`config.mk`:
```
export PLATFORM = sky130hd
export DESIGN_NAME = burn_sequencer
export DESIGN_NICKNAME = d
export VERILOG_FILES = /design/src/rtl/fpa_pkg.sv /design/src/rtl/fpa_timer.sv /design/src/rtl/fpa_ctrl.sv /design/src/rtl/burn_sequencer.sv
export SDC_FILE = /design/constraint.sdc
export NUM_CORES = 1
export LEC_CHECK = 0
export BUFFER_PORTS_ARGS = -buffer_cell sky130_fd_sc_hd__buf_4
export CORE_MARGIN = 10
export CORE_UTILIZATION = 50
export DETAILED_ROUTE_END_ITERATION = 6
export GPL_ROUTABILITY_DRIVEN = 0
export PLACE_DENSITY = 0.77
export SKIP_CTS_REPAIR_TIMING = 1
export SYNTH_ARGS = -nofsm -noshare
export SYNTH_HDL_FRONTEND = slang
export SYNTH_SLANG_ARGS = --single-unit
```
`constraint.sdc`:
```
create_clock -name clk -period 10.45 [get_ports clk]
set_input_delay 0.5225 -clock clk [delete_from_list [all_inputs] [get_ports clk]]
set_output_delay 0.5225 -clock clk [all_outputs]
set_load 0.02 [all_outputs]
```
`src/rtl/fpa_pkg.sv`:
```
package fpa_pkg;
  typedef enum logic [2:0] {
    S_IDLE   = 3'd0,
    S_REQ    = 3'd1,
    S_WAIT   = 3'd2,
    S_SETUP  = 3'd3,
    S_PULSE  = 3'd4,
    S_RECOV  = 3'd5,
    S_VERIFY = 3'd6,
    S_NEXT   = 3'd7
  } seq_state_t;
endpackage

```
`src/rtl/fpa_timer.sv`:
```
module fpa_timer #(
  parameter int CLKS_PER_TICK = 50,
  parameter int TW            = 17
) (
  input  logic          clk,
  input  logic          rst_n,
  input  logic          load,
  input  logic [TW-1:0] load_val,
  output logic          fire
);
  logic          tick;
  logic [TW-1:0] cnt;

  generate
    if (CLKS_PER_TICK <= 1) begin : g_notick
      assign tick = 1'b1;
    end else begin : g_pre
      localparam int PW = $clog2(CLKS_PER_TICK);
      logic [PW-1:0] pre;
      always_ff @(posedge clk or negedge rst_n) begin
        if (!rst_n)                        pre <= '0;
        else if (load)                     pre <= '0;
        else if (pre == PW'(CLKS_PER_TICK - 1)) pre <= '0;
        else                               pre <= pre + 1'b1;
      end
      assign tick = (pre == PW'(CLKS_PER_TICK - 1));
    end
  endgenerate

  always_ff @(posedge clk or negedge rst_n) begin
    if (!rst_n)                 cnt <= '0;
    else if (load)              cnt <= load_val;
    else if (tick && cnt != '0) cnt <= cnt - 1'b1;
  end

  assign fire = tick && (cnt == TW'(1));

  assert_cnt_monotone_R3: assert property (@(posedge clk) disable iff (!rst_n)
    (!load && cnt != '0) |=> (cnt <= $past(cnt)));
endmodule

```
`src/rtl/fpa_ctrl.sv`:
```
module fpa_ctrl
  import fpa_pkg::*;
#(
  parameter int ADDR_W       = 15,
  parameter int DATA_W       = 8,
  parameter int TICKS_PER_MS = 1000,
  parameter int MAX_TRIES    = 25,
  parameter int TW           = 17
) (
  input  logic              clk,
  input  logic              rst_n,
  input  logic              start,
  input  logic [ADDR_W-1:0] first_addr,
  input  logic [ADDR_W-1:0] last_addr,
  output logic              fetch_valid,
  input  logic              fetch_ready,
  output logic [ADDR_W-1:0] fetch_addr,
  input  logic              src_valid,
  output logic              src_ready,
  input  logic [DATA_W-1:0] src_data,
  input  logic [DATA_W-1:0] dev_rdata,
  input  logic              fire,
  output logic              load,
  output logic [TW-1:0]     load_val,
  output logic [ADDR_W-1:0] dev_addr,
  output logic [DATA_W-1:0] dev_wdata,
  output logic              dev_drive,
  output logic              dev_e_n,
  output logic              dev_g_n,
  output logic              vpp_en,
  output logic              busy,
  output logic              done,
  output logic              fail,
  output logic [ADDR_W-1:0] fail_addr
);
  localparam int          NW       = $clog2(MAX_TRIES + 1);
  localparam logic [TW-1:0] MS_T   = TW'(TICKS_PER_MS);
  localparam logic [TW-1:0] OVR_U  = TW'(3 * TICKS_PER_MS);
  localparam logic [TW-1:0] GAP_T  = TW'(1);
  localparam logic [NW-1:0] N_MAX  = NW'(MAX_TRIES);

  seq_state_t        state, nxt;
  logic [ADDR_W-1:0] addr_q, last_q;
  logic [DATA_W-1:0] data_q;
  logic [NW-1:0]     tries;
  logic              over_q;
  logic              match, at_last;
  logic [TW-1:0]     over_len;

  assign match    = (dev_rdata == data_q);
  assign at_last  = (addr_q == last_q);
  assign over_len = TW'(tries) * OVR_U;

  always_comb begin
    nxt      = state;
    load     = 1'b0;
    load_val = GAP_T;
    case (state)
      S_IDLE:  if (start) nxt = S_REQ;
      S_REQ:   if (fetch_ready) nxt = S_WAIT;
      S_WAIT:  if (src_valid) begin
                 if (src_data == {DATA_W{1'b1}}) nxt = S_NEXT;
                 else begin nxt = S_SETUP; load = 1'b1; end
               end
      S_SETUP: if (fire) begin
                 nxt = S_PULSE; load = 1'b1;
                 load_val = over_q ? over_len : MS_T;
               end
      S_PULSE: if (fire) begin nxt = S_RECOV; load = 1'b1; end
      S_RECOV: if (fire) begin
                 if (over_q) nxt = S_NEXT;
                 else begin nxt = S_VERIFY; load = 1'b1; end
               end
      S_VERIFY: if (fire) begin
                 if (match || tries != N_MAX) begin nxt = S_SETUP; load = 1'b1; end
                 else nxt = S_IDLE;
               end
      S_NEXT:  nxt = at_last ? S_IDLE : S_REQ;
      default: nxt = S_IDLE;
    endcase
  end

  always_ff @(posedge clk or negedge rst_n) begin
    if (!rst_n) begin
      state     <= S_IDLE;
      addr_q    <= '0;
      last_q    <= '0;
      data_q    <= '0;
      tries     <= '0;
      over_q    <= 1'b0;
      done      <= 1'b0;
      fail      <= 1'b0;
      fail_addr <= '0;
    end else begin
      state <= nxt;
      case (state)
        S_IDLE: if (start) begin
          addr_q <= first_addr;
          last_q <= last_addr;
          done   <= 1'b0;
          fail   <= 1'b0;
        end
        S_WAIT: if (src_valid) begin
          data_q <= src_data;
          tries  <= '0;
          over_q <= 1'b0;
        end
        S_SETUP: if (fire && !over_q) tries <= tries + 1'b1;
        S_VERIFY: if (fire) begin
          if (match) over_q <= 1'b1;
          else if (tries == N_MAX) begin
            fail      <= 1'b1;
            fail_addr <= addr_q;
          end
        end
        S_NEXT: begin
          if (at_last) done <= 1'b1;
          else         addr_q <= addr_q + 1'b1;
        end
        default: ;
      endcase
    end
  end

  assign fetch_valid = (state == S_REQ);
  assign fetch_addr  = addr_q;
  assign src_ready   = (state == S_WAIT);
  assign dev_addr    = addr_q;
  assign dev_wdata   = data_q;
  assign dev_drive   = (state == S_SETUP) || (state == S_PULSE);
  assign dev_e_n     = !((state == S_PULSE) || (state == S_VERIFY));
  assign dev_g_n     = (state != S_VERIFY);
  assign busy        = (state != S_IDLE);
  assign vpp_en      = busy;

  assert_verify_bus_free_R4: assert property (@(posedge clk) disable iff (!rst_n)
    !dev_g_n |-> (!dev_drive && !dev_e_n));
  assert_supply_in_pulse_R11: assert property (@(posedge clk) disable iff (!rst_n)
    !dev_e_n |-> vpp_en);
  assert_req_hold_R2: assert property (@(posedge clk) disable iff (!rst_n)
    (fetch_valid && !fetch_ready) |=> (fetch_valid && $stable(fetch_addr)));
  assert_tries_bound_R7: assert property (@(posedge clk) disable iff (!rst_n)
    tries <= N_MAX);
  assert_addr_steady_R8: assert property (@(posedge clk) disable iff (!rst_n)
    !dev_e_n |=> (dev_e_n || ($stable(dev_addr) && $stable(dev_wdata))));
  assert_status_excl_R9: assert property (@(posedge clk) disable iff (!rst_n)
    !(done && fail));
  assert_range_kept_R12: assert property (@(posedge clk) disable iff (!rst_n)
    (busy && start) |=> $stable(last_q));
endmodule

```
`src/rtl/burn_sequencer.sv`:
```
module burn_sequencer #(
  parameter int ADDR_W        = 15,
  parameter int DATA_W        = 8,
  parameter int CLKS_PER_TICK = 50,
  parameter int TICKS_PER_MS  = 1000,
  parameter int MAX_TRIES     = 25
) (
  input  logic              clk,
  input  logic              rst_n,
  input  logic              start,
  input  logic [ADDR_W-1:0] first_addr,
  input  logic [ADDR_W-1:0] last_addr,
  output logic              fetch_valid,
  input  logic              fetch_ready,
  output logic [ADDR_W-1:0] fetch_addr,
  input  logic              src_valid,
  output logic              src_ready,
  input  logic [DATA_W-1:0] src_data,
  output logic [ADDR_W-1:0] dev_addr,
  output logic [DATA_W-1:0] dev_wdata,
  output logic              dev_drive,
  input  logic [DATA_W-1:0] dev_rdata,
  output logic              dev_e_n,
  output logic              dev_g_n,
  output logic              vpp_en,
  output logic              busy,
  output logic              done,
  output logic              fail,
  output logic [ADDR_W-1:0] fail_addr
);
  localparam int TW = $clog2(3 * MAX_TRIES * TICKS_PER_MS + 1);

  logic          load, fire;
  logic [TW-1:0] load_val;

  fpa_timer #(.CLKS_PER_TICK(CLKS_PER_TICK), .TW(TW)) u_timer (
    .clk(clk), .rst_n(rst_n), .load(load), .load_val(load_val), .fire(fire)
  );

  fpa_ctrl #(
    .ADDR_W(ADDR_W), .DATA_W(DATA_W), .TICKS_PER_MS(TICKS_PER_MS),
    .MAX_TRIES(MAX_TRIES), .TW(TW)
  ) u_ctrl (
    .clk(clk), .rst_n(rst_n), .start(start),
    .first_addr(first_addr), .last_addr(last_addr),
    .fetch_valid(fetch_valid), .fetch_ready(fetch_ready), .fetch_addr(fetch_addr),
    .src_valid(src_valid), .src_ready(src_ready), .src_data(src_data),
    .dev_rdata(dev_rdata), .fire(fire), .load(load), .load_val(load_val),
    .dev_addr(dev_addr), .dev_wdata(dev_wdata), .dev_drive(dev_drive),
    .dev_e_n(dev_e_n), .dev_g_n(dev_g_n), .vpp_en(vpp_en),
    .busy(busy), .done(done), .fail(fail), .fail_addr(fail_addr)
  );
endmodule

```
==> impl_metrics.tcl, run 1 <==
set metrics [dict create \
    yosysWarningCount 0 \
    die-width_um 126 \
    ys_ff_latch 87 \
    wl_per_cell_um 17.2 \
    ant_nets 0 \
    worst_pin_slew_ns 1.05 \
    htreeDepth 3 \
    final_common_cell "buf_4" \
    reg2reg_slack_ns 6.66 \
    cp-end-kind "flip-flop" \
    synth_top_family_by_area "simple AND/OR/NAND/NOR gates" \
    rr_endpoint "u_timer.cnt[14]" \
    die_area_mm2 0.0159 \
    drive_gt1_frac 0.248 \
    cts_root_buf "clkbuf_16" \
    grt_max_degree 85 \
    synthAdderAreaFrac 0.107 \
    critical_path_class "reg -> reg" \
    hp-start "src_data[0]" \
    grt_usage 0.175 \
    num_rows 38 \
    dpl.hpwl_um 10900 \
    synth_top_flop_cell "dfrtp_1" \
    io_buffer_count 112 \
    finalHoldViolCount 0 \
    worst_clock_skew_ns 0.00643 \
    synth-simple-area-share 0.175 \
    clk-insertion-delay-late_ns 0.34 \
    via_count 4693 \
    grt_pass1_vias 4624 \
    ys_seq_area_frac 0.385 \
    syn_nets 684 \
    cts_tree "yes" \
    async_reset_ff_frac 1.00 \
    p_per_area_mw_per_mm2 113 \
    path_clk_slew_ns 0.06 \
    hold_class "in -> reg" \
    place_area_mm2 0.00647 \
    grt_overflow_total 0 \
    total_power_uw 769 \
    grt_pass1_wl_um 23500 \
    period_needed_ns 3.79 \
    synth_edf_count 0 \
    cp_max_fo 7 \
    fillers 903 \
    startpoint "u_ctrl.tries[4]" \
    place_ws_ns 6.69 \
    avgSynthCellArea_um2 9.57 \
    irDropWorstVdd_mv 0.0796 \
    hold_end "u_ctrl.dev_wdata[0]" \
    nets 776 \
    slew_headroom 0.297 \
    r2r_cells 13 \
    final_max_slew_viol_count 0 \
    finalSetupViolCount 0 \
    fin_crit_sh 0.363 \
    antenna_found_initial 0 \
    final_cell_area_mm2 0.00683 \
    tns_ns 0 \
    die_y_um 126 \
    required_ns 10.73 \
    drt_first_pass_iters 5 \
    initial_core_util 0.516 \
    syn_inst 590 \
    cp-start-kind "flip-flop" \
    whs_ns 0.378 \
    clockBufferDepth 2 \
    ioPinCount 113 \
    areaGrowthSynthToFinish_pct 20.9 \
    worstHoldPathCells 3 \
    rsz0062_at_grt "no" \
    drtIter0Drc 447 \
    synth_compound_area_frac 0.138 \
    vias_per_cell 5.68 \
    muxShareOfSynthArea 0.0645 \
    status "finished, final reports clean" \
    rr_startpoint "u_ctrl.tries[4]" \
    max_freq_mhz 264 \
    core-area_mm2 0.0109 \
    antenna_cells 0 \
    syn-cell-area_mm2 0.00565 \
    leakagePower_uw 0.00324 \
    cts_buffers 9 \
    synth.distinct_cells 58 \
    cap_violations 0 \
    synthXorXnorAreaFrac 0.0713 \
    drc_errors 0 \
    cp.arrival_ns 4.07 \
    wirelength_um 14200 \
    fin_ws_ns 6.66 \
    cts.sink_count 87 \
    layout_common_cells "buf_4, dfrtp_1, nand2_1, nor2_1, a21oi_1" \
]
-- worst max path at each step --
stage / to / slack (ns) / cells after the start
6_report: u_timer.cnt[14] / 6.66 / 13
5_1_grt: u_timer.cnt[14] / 6.36 / 13
4_1_cts: u_timer.cnt[14] / 6.68 / 13
3_5_place_dp: u_timer.cnt[14] / 6.69 / 13
3_3_place_gp: u_timer.cnt[14] / 6.87 / 13
2_1_floorplan: u_timer.cnt[14] / 7.02 / 13
-- registers in the layout (all words and copies together), names as in the netlist --
signal             flops
u_ctrl.dev_addr       15
u_ctrl.dev_wdata       8
u_ctrl.done            1
u_ctrl.fail            1
u_ctrl.fail_addr      15
u_ctrl.last_q         15
u_ctrl.over_q          1
u_ctrl.state           3
u_ctrl.tries           5
u_timer.cnt           17
u_timer.g_pre.pre      6
-- critical path, stage by stage, from the launching register on --
cell	delay [ns]
dfrtp_1	0.47
ha_1	0.34
inv_1	0.06
fa_1	0.50
inv_1	0.05
fa_1	0.43
ha_1	0.37
a21oi_1	0.27
nand2_1	0.10
o21ai_0	0.28
o21ai_0	0.15
or3_1	0.34
a31oi_1	0.17
o311a_1	0.18
-- Yosys cell counts, types with 5 or more instances --
| cell type | number | area, µm² |
|---|---|---|
| o21ai_0 | 28 | 140 |
| clkbuf_1 | 14 | 52.6 |
| o21a_1 | 6 | 45.0 |
| nor3b_1 | 5 | 37.5 |
| xor2_1 | 28 | 245 |
| o22ai_1 | 15 | 93.8 |
| nand3_1 | 23 | 115 |
| xnor2_1 | 18 | 158 |
| mux2_2 | 23 | 259 |
| nor2_1 | 47 | 176 |
| a21oi_1 | 38 | 190 |
| nand4_1 | 8 | 50.1 |
| dfrtp_1 | 87 | 2180 |
| mux2_4 | 5 | 75.1 |
| buf_4 | 16 | 120 |
| inv_1 | 30 | 113 |
| ha_1 | 34 | 425 |
| o22a_1 | 9 | 78.8 |
| nor4_1 | 6 | 37.5 |
| fa_1 | 9 | 180 |
| nand2_1 | 57 | 214 |
| nor3_1 | 9 | 45.0 |
| a31oi_1 | 9 | 56.3 |
-- layout make-up --
| cell class | count | area (µm²) | share of cell area |
|---|---|---|---|
| Sequential cell | 87 | 2180 | 0.319 |
| Clock buffer | 10 | 239 | 0.0350 |
| Tap cell | 140 | 175 | 0.0256 |
| Timing Repair Buffer | 117 | 881 | 0.129 |
| Clock inverter | 5 | 106 | 0.0156 |
| Multi-Input combinational cell | 436 | 3140 | 0.459 |
| Inverter | 31 | 116 | 0.0170 |
-- where the power goes --
group | total [µW] | internal [µW] | switching (µW)
Sequential | 348 | 341 | 6.25
Combinational | 47.2 | 24.8 | 22.4
Clock | 374 | 239 | 134
Total | 769 | 605 | 163
-- per-layer routing --
metal / vias to the layer above / global-route usage / part of all wire
met1: 2247 / 0.225 / 0.44
li1: 2265 / - / -
met2: 168 / 0.282 / 0.47
met4: 0 / 0.0589 / 0.015
met3: 13 / 0.0445 / 0.070
met5: - / 0 / 0
-- cells by family after synthesis --
| logic type | after synthesis |
|---|---|
| buffers and inverters | 67 |
| multiplexers | 31 |
| XOR/XNOR | 46 |
| flip-flops | 87 |
| adder cells (fa/ha/maj) | 43 |
| AND/OR/NAND/NOR | 191 |
| AO/OA/AOI/OAI | 125 |
-- metrics by stage --
step,util,cells
after floorplan,-,590
after global placement,0.592,810
after detailed placement,0.592,810
after CTS,0.624,825
after global routing,0.625,826
final,0.625,826
Note: power is estimated with default switching activity, not from simulation.
==> run 2: changes to the inputs <==
--- a/config.mk
+++ b/config.mk
@@ -10,7 +10,7 @@
 export CORE_UTILIZATION = 50
 export DETAILED_ROUTE_END_ITERATION = 6
 export GPL_ROUTABILITY_DRIVEN = 0
-export PLACE_DENSITY = 0.77
+export PLACE_DENSITY = 0.79
 export SKIP_CTS_REPAIR_TIMING = 1
 export SYNTH_ARGS = -nofsm -noshare
 export SYNTH_HDL_FRONTEND = slang
==> constraint.sdc (replaced) <==
create_clock -name clk -period 3.4 [get_ports clk]
set_input_delay 0.17 -clock clk [delete_from_list [all_inputs] [get_ports clk]]
set_output_delay 0.17 -clock clk [all_outputs]
set_load 0.02 [all_outputs]
==> run 2 against run 1 <==
Compared with the run above:
- largest cell class unchanged
- die area unchanged
- clock power increased to 2.9 times the previous value
- flip-flop and latch count unchanged
- non-clock buffer count is 15 higher
- highest routed layer unchanged
- design area up 3.3%
- count of clock-buffer cells in the layout down 1
- power rose to 3.0 times the previous value
- sequential power grew to 3.1 times the previous value
==> impl_metrics.tcl, run 2 (synthesis results as in run 1) <==
set metrics [dict create \
    grt_usage 0.182 \
    regMostFlops "u_timer.cnt" \
    finalHoldViolCount 0 \
    vias_per_cell 5.79 \
    areaGrowthSynthToFinish_pct 24.9 \
    nets 791 \
    final_max_slew_viol_count 0 \
    startpoint "u_ctrl.tries[4]" \
    finalSetupViolCount 0 \
    cp_max_fo 5 \
    via_count 4870 \
    io_buffer_count 112 \
    hold_class "in -> async" \
    clockBufferDepth 2 \
    worst_pin_slew_ns 1.09 \
    drt_first_pass_iters 7 \
    htreeDepth 3 \
    rr_startpoint "u_ctrl.tries[4]" \
    grt_overflow_total 0 \
    max_freq_mhz 295 \
    place_area_mm2 0.00658 \
    cp-start-kind "flip-flop" \
    cts.sink_count 87 \
    status "finished, final reports clean" \
    ioPinCount 113 \
    drive_gt1_frac 0.300 \
    initial_core_util 0.516 \
    cp-end-kind "flip-flop" \
    layout_common_cells "buf_4, dfrtp_1, nand2_1, nor2_1, a21oi_1" \
    grt_pass1_vias 4851 \
    num_rows 38 \
    leakagePower_uw 0.00331 \
    fin_ws_ns 0.0147 \
    cp.arrival_ns 3.67 \
    irDropWorstVdd_mv 0.197 \
    cts_tree "yes" \
    cts_root_buf "clkbuf_16" \
    die_y_um 126 \
    antenna_cells 0 \
    ant_nets 0 \
    wl_per_cell_um 18.2 \
    required_ns 3.68 \
    core-area_mm2 0.0109 \
    dpl.hpwl_um 11200 \
    wirelength_um 15300 \
    critical_path_class "reg -> reg" \
    largest_reg_flops 17 \
    path_clk_slew_ns 0.07 \
    place_ws_ns -0.130 \
    drtIter0Drc 513 \
    p_per_area_mw_per_mm2 324 \
    period_needed_ns 3.39 \
    final_cell_area_mm2 0.00706 \
    antenna_found_initial 0 \
    fin_crit_sh 0.996 \
    cap_violations 0 \
    grt_pass1_wl_um 24300 \
    rsz0062_at_grt "yes" \
    slew_headroom 0.275 \
    grt_max_degree 88 \
    worst_clock_skew_ns 0.00906 \
    drc_errors 0 \
    die-width_um 126 \
    fillers 834 \
    final_common_cell "buf_4" \
    die_area_mm2 0.0159 \
    cts_buffers 9 \
    clk-insertion-delay-late_ns 0.34 \
]
==> run 2: cell types whose count changed in the layout (fill, tap and decap cells not counted), sizes merged <==
cell and delta:
bufinv -1, buf +16, clkbuf -1, inv +2, clkinvlp -1, clkinv +1
dlygate4sd3 -1
==> run 2: critical path: stages (launching register included) <==
cell	delay, ns
dfrtp_2	0.47
fa_2	0.48
ha_4	0.29
inv_1	0.05
fa_1	0.50
inv_1	0.08
ha_4	0.24
a21oi_2	0.14
o21ai_1	0.09
a21oi_1	0.19
o21ai_2	0.09
or3_4	0.41
a31oi_4	0.13
o311a_1	0.17
==> run 2: metrics by stage <==
| step | std cells | hold slack, ns | setup TNS [ns] | total power, µW | utilization |
|---|---|---|---|---|---|
| 3_3_place_gp | 823 | 0.371 | -0.00596 | 1230 | 0.601 |
| 4_1_cts | 838 | 0.0223 | -0.153 | 2300 | 0.631 |
| 3_5_place_dp | 823 | 0.375 | -0.130 | 1230 | 0.601 |
| 5_1_grt | 841 | 0.0289 | -0.274 | 2360 | 0.645 |
| 2_1_floorplan | 590 | -0.126 | 0 | 1140 | - |
| 6_report | 841 | 0.00853 | 0 | 2290 | 0.645 |
==> run 2: path summary, 6_finish.rpt <==
kind,endpoint,slack (ns),cells past startpoint
max,u_timer.cnt[14],0.01,13
min,u_ctrl.fail_addr[1],0.009,1
max reg2reg,u_timer.cnt[14],0.01,13
min reg2reg,u_ctrl.fail_addr[10],0.48,2
max in group asynchronous,u_ctrl.tries[4],2.60,1
min in group clk,u_ctrl.dev_wdata[4],0.02,3
==> run 2: cell type report <==
class                   count  area [µm²]  share of cell area
flip-flops and latches     87        2180               0.309
repair buffers            132         991               0.140
well taps                 140         175              0.0248
clock buffers               9         225              0.0319
clock inverters             6        93.8              0.0133
multi-input cells         436        3270               0.464
inverters                  31         116              0.0165
==> run 2: power breakdown <==
group / switching (µW) / internal (µW) / total (µW)
registers: 20.2 / 1050 / 1070
logic: 68.8 / 74.7 / 144
clock network: 428 / 648 / 1080
total: 517 / 1770 / 2290
==> run 2: routing by layer <==
layer | track usage | vias to the layer above | share of wire
met5 | 0 | - | 0
met3 | 0.0533 | 20 | 0.079
met2 | 0.310 | 196 | 0.50
li1 | - | 2289 | -
met1 | 0.220 | 2365 | 0.41
met4 | 0.0469 | 0 | 0.015
==> run 3: changes to the inputs <==
--- a/config.mk
+++ b/config.mk
@@ -10,8 +10,9 @@
 export CORE_UTILIZATION = 50
 export DETAILED_ROUTE_END_ITERATION = 6
 export GPL_ROUTABILITY_DRIVEN = 0
-export PLACE_DENSITY = 0.79
+export PLACE_DENSITY = 0.77
 export SKIP_CTS_REPAIR_TIMING = 1
+export SLEW_MARGIN = 0
 export SYNTH_ARGS = -nofsm -noshare
 export SYNTH_HDL_FRONTEND = slang
 export SYNTH_SLANG_ARGS = --single-unit
==> constraint.sdc (replaced) <==
create_clock -name clk -period 4.3 [get_ports clk]
set_input_delay 0.215 -clock clk [delete_from_list [all_inputs] [get_ports clk]]
set_output_delay 0.215 -clock clk [all_outputs]
set_load 0.02 [all_outputs]
==> run 3 against run 2 <==
Compared with the run above:
- sequential share of layout area grew 0.97 points
- critical path depth is the same
- count of clock-buffer cells in the layout grew 1
- highest routed layer unchanged
==> impl_metrics.tcl, run 3 (synthesis results as in run 1) <==
set metrics [dict create \
    status "finished, final reports clean" \
    reg2reg_slack_ns 0.54 \
    tns_ns 0 \
    die_y_um 126 \
    nets 776 \
    core-area_mm2 0.0109 \
    total_power_uw 1870 \
    clockBufferDepth 2 \
    rr_endpoint "u_timer.cnt[14]" \
    areaGrowthSynthToFinish_pct 20.9 \
    wl_per_cell_um 17.5 \
    vias_per_cell 5.76 \
    num_rows 38 \
    cts.sink_count 87 \
    antenna_found_initial 0 \
    fillers 902 \
    cp_max_fo 7 \
    largest_reg_flops 17 \
    grt_max_degree 50 \
    cts_root_buf "clkbuf_16" \
    worst_pin_slew_ns 1.05 \
    final_max_slew_viol_count 0 \
    ant_nets 0 \
    r2r_cells 13 \
    cts_buffers 9 \
    place_area_mm2 0.00647 \
    drt_first_pass_iters 7 \
    irDropWorstVdd_mv 0.185 \
    io_buffer_count 112 \
    antenna_cells 0 \
    die_area_mm2 0.0159 \
    drive_gt1_frac 0.248 \
    die-width_um 126 \
    final_cell_area_mm2 0.00683 \
    grt_pass1_vias 4730 \
    slew_headroom 0.301 \
    max_freq_mhz 266 \
    dpl.hpwl_um 11200 \
    wirelength_um 14500 \
    cap_violations 0 \
    layout_common_cells "buf_4, dfrtp_1, nand2_1, nor2_1, a21oi_1" \
    htreeDepth 3 \
    p_per_area_mw_per_mm2 273 \
    cts_tree "yes" \
    required_ns 4.58 \
    regArea_mm2 0.00218 \
    leakagePower_uw 0.00324 \
    rr_startpoint "u_ctrl.tries[4]" \
    rsz0062_at_grt "no" \
    path_clk_slew_ns 0.06 \
    cp-end-kind "flip-flop" \
    critical_path_class "reg -> reg" \
    initial_core_util 0.516 \
    hold_end "u_ctrl.dev_wdata[6]" \
    grt_pass1_wl_um 23800 \
    ioPinCount 113 \
    multi_input_area_mm2 0.00314 \
    drtIter0Drc 507 \
    fin_crit_sh 0.875 \
    cp.arrival_ns 4.04 \
    period_needed_ns 3.76 \
    via_count 4755 \
    grt_usage 0.180 \
    finalHoldViolCount 0 \
    hold_class "in -> reg" \
    cp-start-kind "flip-flop" \
    finalSetupViolCount 0 \
    clk-insertion-delay-late_ns 0.34 \
    grt_overflow_total 0 \
    regMostFlops "u_timer.cnt" \
    hp-start "src_data[6]" \
    worstHoldPathCells 3 \
    drc_errors 0 \
    final_common_cell "buf_4" \
    worst_clock_skew_ns 0.00661 \
]
## run 3: layer usage
layer,track usage,share of wire,vias up
met4,0.0616,0.015,0
met1,0.223,0.43,2296
li1,-,-,2262
met2,0.296,0.49,183
met5,0,0,-
met3,0.0474,0.064,14
## run 3: layout make-up
type | count | share of cell area
clock inverters | 5 | 0.0156
inverters | 31 | 0.0170
flip-flops and latches | 87 | 0.319
repair buffers | 117 | 0.129
clock buffers | 10 | 0.0350
well taps | 140 | 0.0256
multi-input cells | 436 | 0.459
## run 3: where the power goes
group	internal, µW	leakage, µW	switching [µW]
combinational	60.2	0.00200	54.6
sequential	830	0.00107	15.3
clock	581	0.000165	325
## run 3: through the flow
step                      instances   util  hold WS, ns  setup slack (ns)
after floorplan                 590      -      -0.0806             0.867
after global placement          810  0.592        0.221             0.721
after detailed placement        810  0.592        0.226             0.595
after CTS                       825  0.624       -0.144             0.560
after global routing            826  0.625       0.0719             0.250
final                           826  0.625       0.0732             0.539
## run 3: how the worst max path moves through the flow
stage,endpoint,from,cells past startpoint,slack [ns]
after global routing,u_timer.cnt[14],u_ctrl.tries[2],13,0.25
final,u_timer.cnt[14],u_ctrl.tries[4],13,0.54
after detailed placement,u_timer.cnt[14],u_ctrl.tries[2],13,0.59
after global placement,u_timer.cnt[14],u_ctrl.tries[2],13,0.72
after CTS,u_timer.cnt[14],u_ctrl.tries[4],13,0.56
after floorplan,u_timer.cnt[14],u_ctrl.tries[2],13,0.87
## run 3: critical path, cell delays in order, from the launching register on
cell and delay, ns:
dfrtp_1 0.48, ha_1 0.37, inv_1 0.07, fa_1 0.50
inv_1 0.05, fa_1 0.43, ha_1 0.38, a21oi_1 0.25
nand2_1 0.10, o21ai_0 0.24, o21ai_0 0.13, or3_1 0.34
a31oi_1 0.18, o311a_1 0.17
